[config.mk]
export PLATFORM = sky130hd
export DESIGN_NAME = stoch_shuffler
export DESIGN_NICKNAME = d
export VERILOG_FILES = /design/src/rtl/stoch_shuf_pkg.sv /design/src/rtl/stoch_jk_lane.sv /design/src/rtl/stoch_rot_counter.sv /design/src/rtl/stoch_barrel_rot.sv /design/src/rtl/stoch_shuffler.sv
export SDC_FILE = /design/constraint.sdc
export NUM_CORES = 1
export LEC_CHECK = 0
export ABC_AREA = 1
export BUFFER_PORTS_ARGS = -buffer_cell sky130_fd_sc_hd__buf_2
export CAP_MARGIN = 10
export CORE_ASPECT_RATIO = 0.6
export CORE_MARGIN = 1
export CORE_UTILIZATION = 58
export DETAILED_ROUTE_END_ITERATION = 16
export GPL_ROUTABILITY_DRIVEN = 0
export PLACE_DENSITY = 0.95
export SLEW_MARGIN = 25
export SYNTH_ARGS = -nofsm -noshare
export SYNTH_HDL_FRONTEND = slang
export SYNTH_SLANG_ARGS = --single-unit
[constraint.sdc]
create_clock -name clk -period 3.4 [get_ports clk]
set_clock_uncertainty 0.2 [all_clocks]
set_input_delay 0.51 -clock clk [delete_from_list [all_inputs] [get_ports clk]]
set_output_delay 0.51 -clock clk [all_outputs]
set_load 0.05 [all_outputs]
[src/rtl/stoch_shuf_pkg.sv]
package stoch_shuf_pkg;

    typedef enum logic [1:0] {
        JK_KEEP  = 2'b00,
        JK_CLEAR = 2'b01,
        JK_SET   = 2'b10,
        JK_FLIP  = 2'b11
    } jk_action_e;

    function automatic jk_action_e jk_decode(input logic j, input logic k);
        return jk_action_e'({j, k});
    endfunction

    function automatic logic jk_apply(input jk_action_e act, input logic cur);
        logic res;
        case (act)
            JK_SET:   res = 1'b1;
            JK_CLEAR: res = 1'b0;
            JK_FLIP:  res = ~cur;
            default:  res = cur;
        endcase
        return res;
    endfunction

    function automatic int unsigned rot_advance(input int unsigned cur, input int unsigned lanes);
        return (cur >= lanes - 1) ? 1 : cur + 1;
    endfunction

endpackage

[src/rtl/stoch_jk_lane.sv]
module stoch_jk_lane
    import stoch_shuf_pkg::*;
(
    input  logic clk,
    input  logic rst,
    input  logic step,
    input  logic j,
    input  logic k,
    output logic q,
    output logic q_next,
    output logic regen
);

    jk_action_e act;

    always_comb begin
        act    = jk_decode(j, k);
        q_next = jk_apply(act, q);
        regen  = (act != JK_KEEP);
    end

    always_ff @(posedge clk) begin
        if (rst) begin
            q <= 1'b0;
        end else if (step) begin
            q <= q_next;
        end
    end

endmodule

[src/rtl/stoch_rot_counter.sv]
module stoch_rot_counter
    import stoch_shuf_pkg::*;
#(
    parameter int unsigned P  = 8,
    localparam int unsigned RW = $clog2(P)
) (
    input  logic          clk,
    input  logic          rst,
    input  logic          step,
    output logic [RW-1:0] rot
);

    logic [RW-1:0] rot_nxt;

    always_comb begin
        rot_nxt = RW'(rot_advance(int'(rot), P));
    end

    always_ff @(posedge clk) begin
        if (rst) begin
            rot <= RW'(1);
        end else if (step) begin
            rot <= rot_nxt;
        end
    end

endmodule

[src/rtl/stoch_barrel_rot.sv]
module stoch_barrel_rot #(
    parameter int unsigned P  = 8,
    localparam int unsigned RW = $clog2(P)
) (
    input  logic [P-1:0]  din,
    input  logic [RW-1:0] amt,
    output logic [P-1:0]  dout
);

    logic [2*P-1:0] doubled;
    logic [2*P-1:0] shifted;

    always_comb begin
        doubled = {din, din};
        shifted = doubled >> amt;
        dout    = shifted[P-1:0];
    end

endmodule

[src/rtl/stoch_shuffler.sv]
module stoch_shuffler #(
    parameter int unsigned P  = 8,
    localparam int unsigned RW = $clog2(P)
) (
    input  logic         clk,
    input  logic         rst,
    input  logic         step,
    input  logic [P-1:0] j_in,
    input  logic [P-1:0] k_in,
    output logic [P-1:0] stoch_out
);

    logic [P-1:0]  state_q;
    logic [P-1:0]  state_nxt;
    logic [P-1:0]  regen_vec;
    logic [P-1:0]  rotated;
    logic [P-1:0]  picked;
    logic [RW-1:0] rot_q;

    for (genvar g = 0; g < P; g++) begin : g_lane
        stoch_jk_lane u_lane (
            .clk    (clk),
            .rst    (rst),
            .step   (step),
            .j      (j_in[g]),
            .k      (k_in[g]),
            .q      (state_q[g]),
            .q_next (state_nxt[g]),
            .regen  (regen_vec[g])
        );
        assign picked[g] = regen_vec[g] ? state_nxt[g] : rotated[g];
    end

    stoch_rot_counter #(.P(P)) u_rot (
        .clk  (clk),
        .rst  (rst),
        .step (step),
        .rot  (rot_q)
    );

    stoch_barrel_rot #(.P(P)) u_barrel (
        .din  (state_nxt),
        .amt  (rot_q),
        .dout (rotated)
    );

    always_ff @(posedge clk) begin
        if (rst) begin
            stoch_out <= '0;
        end else if (step) begin
            stoch_out <= picked;
        end
    end

endmodule

# Word-level counts from Yosys, hierarchy flattened
# Index checks and enable logic that the tools add are counted.
[op_classes] reduce_logical=8 order_cmp=1 shifts=1 n_eq_ne=24 addsub=1 mux=17 bitwise_logic=8
[ops] op="equality test 2 bit, second input constant" count=16
[ops] op="case mux 1 bit (3 select lines)" count=8
[ops] op="equality test 2 x 1 -> 1 bit, second input constant" count=8
[ops] op="nonzero test 2 bit" count=8
[ops] op="right shift 16 x 3 -> 8 bit" count=1
[ops] op="two-way mux 1 bit" count=8
[ops] op="inverter 1 bit" count=8
[ops] op="adder 3 x 1 -> 3 bit, second input constant" count=1
[ops] op="greater-or-equal comparator 3 bit, second input constant" count=1
[ops] op="two-way mux 3 bit" count=1
[totals] reg_bits=19 elab_cells=70 out_inout_bits=8 inputBits=19

# Longest topological paths before layout
# Gate-level depths: netlist (run 1).
[logic_depth] depth_word=4 ltp_mapped=10 ltp_nobuf=9

# By module
# A second synthesis (run 1) with hierarchy kept.
[hier_totals] hier_cells=213 area_unflattened_um2=1391.3
[modules_own_cells] mod="stoch_shuffler" seq_area_each_um2=160.2 area_each_um2=461.7 n_inst=1 cells_per_inst=75
[modules_own_cells] mod="stoch_jk_lane" seq_area_each_um2=20.0 area_each_um2=55.1 n_inst=8 cells_per_inst=7
[modules_own_cells] mod="stoch_barrel_rot" seq_area_each_um2=0.0 area_each_um2=336.6 n_inst=1 cells_per_inst=62
[modules_own_cells] mod="stoch_rot_counter" seq_area_each_um2=60.1 area_each_um2=152.6 n_inst=1 cells_per_inst=20

# Worst setup path before layout (run 1)
# No wires, ideal clock.
[synth_timing] path_type="input port to flip-flop" from="input port k_in[4]" to="register stoch_out[1]" cell_stages=9 setup_ns=0.122 setup_slack_ns=1.988 arrival_time_ns=1.090 cell_sequence="inv_1 nand2_1 nand3_1 nand2_2 nand2_2 nand3_1 nand3_1 nand2_1 a21oi_2"
[synth_via] elab_chain_cells=4
[synth_rtl] item="from (decl)" line="stoch_shuffler.sv:9" rtl="input logic [P-1:0] k_in,"
[synth_rtl] item="equality test 2 bit or equality test 2 x 1 -> 1 bit (tied branches)" line="stoch_shuf_pkg.sv:16" rtl="case (act)"
[synth_rtl] item="case mux 1 bit (3 select lines) (*)" line="stoch_shuf_pkg.sv:16"
[synth_rtl] item="right shift 16 x 3 -> 8 bit (*)" line="stoch_barrel_rot.sv:15" rtl="shifted = doubled >> amt;"
[synth_rtl] item="two-way mux 1 bit (*)" line="stoch_shuffler.sv:31" rtl="assign picked[g] = regen_vec[g] ? state_nxt[g] : rotated[g];"
[synth_rtl] item="to (signal assigned)" line="stoch_shuffler.sv:51" rtl="stoch_out <= picked;"
[synth_rtl] item="to (decl)" line="stoch_shuffler.sv:10" rtl="output logic [P-1:0] stoch_out"
# Every way passes the cells marked *; elsewhere a longest branch is shown, timed or not.
# A chain may end at the register's enable or synchronous reset.

==> out/qor.csv, run 1 <==
metric;value;unit
status;completed;
setup-tns-final;0;ns
r2r_cells;8;
root_buffer;clkbuf_8;
async_flop_share;0;%
antenna_cells;0;
min_period;1.775;ns
routed_wl;3074;um
via_count;1376;
synth_nets;226;
chipHeight;39.18;um
multi_input_area;744.5;um2
clkSinkCount;19;
num_rows;13;
synth_cells;205;
yosysWarnings;0;
initial_core_util;61.77;%
timing.fmax;0.5634;GHz
ff_latch_area;380.4;um2
arrival;1.78;ns
syn_avg_cell_area;6.518;um2
vias_per_cell;5.375;
areaGrowthSynthToFinish;11.24;%
ys_seq_elements;19;
final_core_util;68.71;%
whs;0.2732;ns
synth-edff-count;0;
drt-pass1-iter-count;7;
vdd.ir_drop.worst;0.2493;mV
start_kind;input pin;
hpwl;2293;um
min_path_type;reg -> reg;
maxCapViolations;0;
htreeDepth;1;
drc_errors;0;
critPathRequiredTime;3.41;ns
grt_max_degree;22;
nFillCells;192;
grt-ovfl-total;0;
setup_viol;0;
ys_dominant_reg_cell;dfxtp_1;
drtIter0Drc;100;
io-pin-count;27;
cts_resized;0;
antenna_found_initial;0;
tritoncts;yes;
cp-end-kind;register;
netlist.area_leader.share;28.46;%
timing.rr.end;stoch_out[3];
yosys-top-cells-count;nand2_1, nand3_1, inv_1;
crit_type;in -> reg;
critPathCapture;stoch_out[6];
hold_buffers;0;
yosys.area.top_type;dfxtp_1;
hold_viol_final;0;
core;2163;um2
clkLatencyLatePin;0.26;ns
slew_headroom;69.35;%
antenna_left;0;
slew_viol_final;0;
globalRouteTotalUtil;27.48;%
rsz0062_at_grt;no;
cts_setup_buffers;0;
ys_seq_area_share;28.46;%
power_density;421.0;nW/um2
rr_startpoint;u_rot.rot[0];
r2r_setup_slack;1.71;ns
crit_fanout;21;
yosys.cell_types.count;21;
netlist_area;1336;um2
drt-wirelength-per-cell;12.01;um
cts_buffer_depth;2;
die_x;63.97;um
synth.area.top_cells;dfxtp_1, nand3_1, nand2_1;
cts_made_buffers;3;
yosysMostFrequentCell;nand2_1;
final_layout_size_suffix_gt1_share;24.34;%
tightestPinTransition;0.4591;ns
port_buffers;26;
crit_start;step;
dieArea;2506;um2
finalCritPeriodShare;52.20;%
grt_pass1_vias;1104;
grt_pass1_wl;4871;um
clk_pin_slew;0.07;ns
fin_nets;248;
leakagePower;0.0007771;uW
==> state kept, by name, indices dropped and copies added, names as in the netlist <==
signal and count:
g_lane.u_lane.q 8, stoch_out 8, u_rot.rot 3
==> cell families (layout without fill, tap and decap cells) <==
kind of cell | Yosys count | after routing | synth area share [%]
AND/OR/NAND/NOR | 105 | 105 | 38.11
buffers and inverters | 48 | 69 | 15.82
AO/OA/AOI/OAI | 31 | 31 | 15.73
flip-flops | 19 | 19 | 28.46
adder cells (fa/ha/maj) | 2 | 2 | 1.872
==> through the flow <==
step / std cells / total power [uW] / instance area (um2) / setup WS, ns
finish: 256 / 625.8 / 1486 / 1.625
detailed placement: 252 / 459.8 / 1441 / 1.344
global route: 256 / 659.6 / 1486 / 1.399
floorplan: 205 / 422.0 / 1336 / 1.988
CTS: 256 / 624.4 / 1486 / 1.620
global placement: 252 / 456.5 / 1441 / 1.436
==> power breakdown <==
group / switching [uW] / total (uW) / leakage (uW) / internal [uW]
clock: 82.7 / 166 / 0.0000228 / 83.7
combinational: 132 / 198 / 0.000597 / 65.7
sequential: 20.0 / 261 / 0.000158 / 241
==> final cells by class <==
type,count,share of cell area [%]
clock buffer,4,3.030
multi-input combinational,138,50.08
sequential,19,25.59
timing repair buffer,26,8.754
inverter,39,10.02
tap,30,2.525
==> per-layer routing <==
layer | share of wire, % | track usage, % | vias up | wire length, um
li1 | - | - | 706 | -
met1 | 46 | 34.08 | 596 | 1412
met2 | 42 | 38.30 | 63 | 1294
met3 | 9.9 | 12.06 | 11 | 303
met4 | 2.1 | 18.75 | 0 | 64
met5 | 0 | 0 | - | 0
==> critical path, cell delays in order <==
cell and delay, ns:
buf_2 0.30, clkinv_1 0.47, a21oi_1 0.30, nand2_1 0.09
a21oi_2 0.11
==> how the worst min path moves through the flow <==
stage	startpoint	endpoint	slack, ns	cells past startpoint
6_report	stoch_out[4]	stoch_out[4]	0.27	2
5_1_grt	stoch_out[4]	stoch_out[4]	0.29	2
4_1_cts	stoch_out[7]	stoch_out[7]	0.27	2
3_5_place_dp	stoch_out[0]	stoch_out[0]	0.26	2
3_3_place_gp	stoch_out[7]	stoch_out[7]	0.27	2
2_1_floorplan	g_lane[0].u_lane.q	g_lane[0].u_lane.q	0.27	2
==> cell usage in the layout, fill, tap and decap left out, drive strengths merged <==
cell     n
dfxtp   19
clkinv   1
nand3   48
o31ai    1
buf     26
inv     38
ha       2
o21ai    3
a21oi   18
o211ai   9
clkbuf   4
nand2   57
No activity file was read; power rests on OpenSTA's default activity.
==> inputs of run 2 (changes only) <==
--- a/config.mk
+++ b/config.mk
@@ -10,10 +10,10 @@
 export CAP_MARGIN = 10
 export CORE_ASPECT_RATIO = 0.6
 export CORE_MARGIN = 1
-export CORE_UTILIZATION = 58
+export CORE_UTILIZATION = 49
 export DETAILED_ROUTE_END_ITERATION = 16
 export GPL_ROUTABILITY_DRIVEN = 0
-export PLACE_DENSITY = 0.95
+export PLACE_DENSITY = 0.87
 export SLEW_MARGIN = 25
 export SYNTH_ARGS = -nofsm -noshare
 export SYNTH_HDL_FRONTEND = slang
==> constraint.sdc (replaced) <==
create_clock -name clk -period 1.5 [get_ports clk]
set_clock_uncertainty 0.2 [all_clocks]
set_input_delay 0.225 -clock clk [delete_from_list [all_inputs] [get_ports clk]]
set_output_delay 0.225 -clock clk [all_outputs]
set_load 0.05 [all_outputs]
==> out/qor.csv, run 2 (synthesized netlist as in run 1, its figures left out) <==
metric;value;unit;change
final_common_cell;nand2_1;;unchanged
setup_viol;0;;unchanged
initial_core_util;52.61;%;was 61.77%
slew_headroom;72.03;%;was 69.35%
antenna_cells;0;;unchanged
io-pin-count;27;;unchanged
cp-end-kind;register;;unchanged
areaGrowthSynthToFinish;18.07;%;was 11.24%
nFillCells;248;;was 192
timing.fmax;0.6952;GHz;
place_ws;-0.08018;ns;was 1.344 ns
worst_slack;0.06153;ns;was 1.625 ns
crit_chain;inv_1 -> nand2_1 -> nand3_1 -> nand2_1 -> nand2_1 -> nand3_1 -> nand3_1 -> nand2_1 -> a21oi_2;;was buf_2 -> clkinv_1 -> a21oi_1 -> nand2_1 -> a21oi_2
drtIter0Drc;116;;was 100
power_density;930.4;nW/um2;was 421.0 nW/um2
crit_fanout;4;;was 21
min_to;stoch_out[7];;was stoch_out[4]
hold_viol_final;0;;unchanged
path_buf_inv;1;;was 2
routed_wl;3424;um;was 3074 um
hold_depth;4;;was 2
clkLatencyLatePin;0.27;ns;was 0.26 ns
tightestPinTransition;0.4190;ns;was 0.4591 ns
crit_type;reg -> reg;;was in -> reg
clk_pin_slew;0.08;ns;was 0.07 ns
vdd.ir_drop.worst;0.6750;mV;was 0.2493 mV
dp_cells;261;;was 252
drc_errors;0;;unchanged
start_kind;register;;was input pin
status;completed;;unchanged
switchingPower;560.2;uW;was 235.2 uW
drt-pass1-iter-count;5;;was 7
htreeDepth;1;;unchanged
stdcell_count;266;;was 256
min_period;1.438;ns;
p_clk_share;26.0;%;was 26.6%
timing.rr.end;stoch_out[3];;unchanged
hpwl;2536;um;was 2293 um
final_cell_mix;nand2_1, nand3_1, inv_1;;unchanged
dieArea;2947;um2;was 2506 um2
finalCritPeriodShare;95.90;%;
p_int;907.7;uW;was 390.6 uW
drt-wirelength-per-cell;12.87;um;was 12.01 um
crit_slowest_cell;dfxtp_1;;was clkinv_1
clkSinkCount;19;;unchanged
core;2540;um2;was 2163 um2
die_x;69.42;um;was 63.97 um
final_layout_size_suffix_gt1_share;31.62;%;was 24.34%
cpLargestDelayFamily;simple AND/OR/NAND/NOR gates;;was buffers and inverters
globalRouteTotalUtil;23.91;%;was 27.48%
setup-tns-final;0;ns;unchanged
chipHeight;42.45;um;was 39.18 um
grt_max_degree;21;;was 22
num_rows;14;;was 13
grt_pass1_vias;1223;;was 1104
antenna_left;0;;unchanged
critPathMaxStageDelay;0.36;ns;was 0.47 ns
vias_per_cell;5.338;;was 5.375
r2r_cells;9;;was 8
crit_top_cell;nand2_1;;
rr_startpoint;g_lane[2].u_lane.q;;was u_rot.rot[0]
antenna_found_initial;0;;unchanged
grt-ovfl-total;0;;unchanged
fin_nets;256;;was 248
cts_made_buffers;3;;unchanged
via_count;1420;;was 1376
final_core_util;62.12;%;was 68.71%
r2r_setup_slack;0.06;ns;was 1.71 ns
cts_buffer_depth;2;;unchanged
seqPwrFrac;39.5;%;was 41.7%
hold_start;k_in[7];;was stoch_out[4]
hold_buffers;0;;unchanged
critPathRequiredTime;1.46;ns;was 3.41 ns
arrival;1.40;ns;was 1.78 ns
slew_viol_final;0;;unchanged
p_comb_share;34.4;%;was 31.7%
port_buffers;26;;unchanged
maxCapViolations;0;;unchanged
min_path_type;in -> reg;;was reg -> reg
swShare;38.17;%;was 37.58%
grt_pass1_wl;5347;um;was 4871 um
tritoncts;yes;;unchanged
leakagePower;0.0008206;uW;was 0.0007771 uW
top_regs;g_lane.u_lane.q: 8 flops, stoch_out: 8 flops, u_rot.rot: 3 flops;;unchanged
root_buffer;clkbuf_8;;unchanged
run 2: changes by cell type in the layout (fill, tap and decap cells not counted), moves of 2 or more:
cell     before  now
nand2_2       8   14
buf_4         0    8
nand2_1      49   43
dfxtp_1      19   17
run 2: worst max-delay path by stage:
| stage | startpoint | endpoint | slack (ns) | cells past startpoint |
|---|---|---|---|---|
| after floorplan | u_rot.rot[0] | u_rot.rot[2] | 0.12 | 7 |
| after global placement | u_rot.rot[0] | stoch_out[6] | -0.03 | 8 |
| after detailed placement | u_rot.rot[0] | stoch_out[0] | -0.08 | 8 |
| after CTS | u_rot.rot[0] | u_rot.rot[0] | 0.02 | 6 |
| after global routing | g_lane[5].u_lane.q | stoch_out[2] | -0.007 | 9 |
| final | g_lane[2].u_lane.q | stoch_out[3] | 0.06 | 9 |
run 2: routing by layer:
| metal | share of wire (%) | vias to the layer above | GRT usage [%] | routed length [um] |
|---|---|---|---|---|
| met5 | 0 | - | 0 | 0 |
| met1 | 49 | 639 | 32.60 | 1671 |
| met2 | 43 | 52 | 35.34 | 1464 |
| met4 | 1.4 | 0 | 10.61 | 48 |
| li1 | - | 722 | - | - |
| met3 | 7.0 | 7 | 6.490 | 240 |
run 2: stage by stage:
| step | power [uW] | hold slack (ns) | area [um2] |
|---|---|---|---|
| final | 1468 | 0.06167 | 1578 |
| after global routing | 1541 | 0.07137 | 1578 |
| after CTS | 1456 | 0.05610 | 1544 |
| after detailed placement | 1071 | 0.2649 | 1496 |
| after global placement | 1060 | 0.2636 | 1496 |
| after floorplan | 956.4 | 0.2322 | 1336 |
run 2: final cells by class:
| class | instances | area [um2] | area share (%) |
|---|---|---|---|
| Sequential cell | 19 | 385.4 | 24.43 |
| Tap cell | 32 | 40.04 | 2.538 |
| Clock inverter | 1 | 5.005 | 0.3172 |
| Multi-Input combinational cell | 138 | 767.0 | 48.61 |
| Clock buffer | 3 | 41.29 | 2.617 |
| Inverter | 39 | 148.9 | 9.437 |
| Timing Repair Buffer | 34 | 190.2 | 12.05 |
run 2: worst min-delay path: stages:
cell	delay [ns]
buf_2	0.09
a21oi_1	0.06
nand2_1	0.08
a21oi_2	0.05
run 2: what timing repair did:
action / 4_1_cts / 5_1_grt
endpoints found under the setup margin: 10 / 10
setup buffers: 0 / 1
resized for setup: 1 / 10
run 2: power groups by stage:
| stage | clock (uW) | combinational (uW) | sequential [uW] |
|---|---|---|---|
| final | 382 | 505 | 580 |
| after CTS | 393 | 482 | 581 |
| after detailed placement | 0 | 479 | 592 |
| after global placement | 0 | 469 | 591 |
| after floorplan | 0 | 315 | 642 |
| after global routing | 404 | 552 | 585 |
==> inputs of run 3 (changes only) <==
--- a/config.mk
+++ b/config.mk
@@ -14,6 +14,7 @@
 export DETAILED_ROUTE_END_ITERATION = 16
 export GPL_ROUTABILITY_DRIVEN = 0
 export PLACE_DENSITY = 0.87
+export RECOVER_POWER = 100
 export SLEW_MARGIN = 25
 export SYNTH_ARGS = -nofsm -noshare
 export SYNTH_HDL_FRONTEND = slang
==> out/qor.csv, run 3 (synthesized netlist as in run 1, its figures left out) <==
metric;value;unit;change
dp_cells;261;;unchanged
power;1465;uW;was 1468 uW
drtIter0Drc;125;;was 116
drt-pass1-iter-count;5;;unchanged
arrival;1.40;ns;about the same
p_comb_share;34.3;%;was 34.4%
finalCritPeriodShare;95.86;%;was 95.90%
p_int;906.5;uW;was 907.7 uW
status;completed;;unchanged
antenna_found_initial;0;;unchanged
seqPwrFrac;39.6;%;was 39.5%
slew_headroom;72.33;%;was 72.03%
areaGrowthSynthToFinish;17.79;%;was 18.07%
grt_pass1_wl;5347;um;unchanged
cts_made_buffers;3;;unchanged
initial_core_util;52.61;%;unchanged
final_layout_size_suffix_gt1_share;31.20;%;was 31.62%
cts_buffer_depth;2;;unchanged
top_regs;g_lane.u_lane.q: 8 flops, stoch_out: 8 flops, u_rot.rot: 3 flops;;unchanged
htreeDepth;1;;unchanged
final_common_cell;nand2_1;;unchanged
timing.fmax;0.6955;GHz;was 0.6952 GHz
power_density;930.8;nW/um2;was 930.4 nW/um2
grt_pass1_vias;1223;;unchanged
num_rows;14;;unchanged
min_path_type;in -> reg;;unchanged
core;2540;um2;unchanged
slew_viol_final;0;;unchanged
multi_input_area;763.2;um2;was 767.0 um2
start_kind;register;;unchanged
drc_errors;0;;unchanged
crit_type;reg -> reg;;unchanged
crit_fanout;4;;unchanged
r2r_setup_slack;0.06;ns;about the same
antenna_left;0;;unchanged
clkSinkCount;19;;unchanged
final_cell_mix;nand2_1, nand3_1, inv_1;;unchanged
ff_latch_area;385.4;um2;unchanged
vdd.ir_drop.worst;0.6743;mV;was 0.6750 mV
hold_viol_final;0;;unchanged
tightestPinTransition;0.4145;ns;was 0.4190 ns
stdcell_count;266;;unchanged
p_clk_share;26.0;%;about the same
leakagePower;0.0008159;uW;was 0.0008206 uW
maxCapViolations;0;;unchanged
setup_viol;0;;unchanged
clk_pin_slew;0.08;ns;about the same
via_count;1420;;unchanged
tritoncts;yes;;unchanged
critPathRequiredTime;1.46;ns;about the same
drt-wirelength-per-cell;12.82;um;was 12.87 um
dieArea;2947;um2;unchanged
hpwl;2536;um;unchanged
die_x;69.42;um;unchanged
io-pin-count;27;;unchanged
nFillCells;248;;unchanged
port_buffers;26;;unchanged
chipHeight;42.45;um;unchanged
switchingPower;558.5;uW;was 560.2 uW
min_period;1.438;ns;about the same
fin_nets;256;;unchanged
vias_per_cell;5.338;;unchanged
swShare;38.12;%;was 38.17%
globalRouteTotalUtil;23.91;%;unchanged
r2r_cells;9;;unchanged
antenna_cells;0;;unchanged
grt_max_degree;21;;unchanged
root_buffer;clkbuf_8;;unchanged
cp-end-kind;register;;unchanged
grt-ovfl-total;0;;unchanged
routed_wl;3409;um;was 3424 um
clkLatencyLatePin;0.27;ns;about the same
hold_depth;4;;unchanged
[run 3: cell count changes in the layout (fill, tap and decap cells not counted)]
cell,previous run,this run
buf_2,26,18
a21oi_2,8,7
clkbuf_2,0,8
a21oi_1,10,11
[run 3: layout make-up]
class / instances / share of cell area (%)
tap: 32 / 2.544
timing repair buffer: 34 / 12.08
clock inverter: 1 / 0.3180
inverter: 39 / 9.459
multi-input combinational: 138 / 48.49
clock buffer: 3 / 2.623
sequential: 19 / 24.48
[run 3: worst paths after layout]
| path | from | endpoint |
|---|---|---|
| worst max-delay path | g_lane[2].u_lane.q | stoch_out[3] |
| worst min-delay path | k_in[5] | stoch_out[5] |
| worst min register to register | stoch_out[7] | stoch_out[7] |
| worst max register to register | g_lane[2].u_lane.q | stoch_out[3] |
[run 3: per-stage QoR]
stage / hold slack, ns / area, um2 / util, % / TNS [ns] / worst slack, ns
after floorplan: 0.2322 / 1336 / - / 0 / 0.1192
after global placement: 0.2636 / 1496 / 58.92 / -0.1090 / -0.03380
after detailed placement: 0.2649 / 1496 / 58.92 / -0.5992 / -0.08018
after CTS: 0.05610 / 1544 / 60.79 / 0 / 0.02230
after global routing: 0.07137 / 1574 / 61.97 / -0.01330 / -0.007164
final: 0.06064 / 1574 / 61.97 / 0 / 0.06208
[run 3: layer usage]
layer,part of all wire (%),wire (um),vias to the layer above,GRT usage [%]
li1,-,-,723,-
met1,48,1644,634,32.60
met2,43,1467,56,35.34
met3,7.3,249,7,6.490
met4,1.4,48,0,10.61
met5,0,0,-,0
[run 3: critical path: stages (launching register included)]
cell	delay, ns
dfxtp_1	0.36
inv_1	0.05
nand2_1	0.11
nand3_1	0.12
nand2_1	0.11
nand2_1	0.07
nand3_1	0.09
nand3_1	0.08
nand2_1	0.09
a21oi_2	0.05
[run 3: power by group through the flow]
stage                     sequential, uW  combinational (uW)  clock [uW]
after floorplan                      642                 315           0
after global placement               591                 469           0
after detailed placement             592                 479           0
after CTS                            581                 482         393
after global routing                 586                 550         404
final                                581                 503         382
[run 3: what timing repair did]
action	4_1_cts	5_1_grt
hold buffers	0	0
resized for setup	1	10
setup buffers	0	1
pin swaps	0	0
setup endpoints to repair	10	10
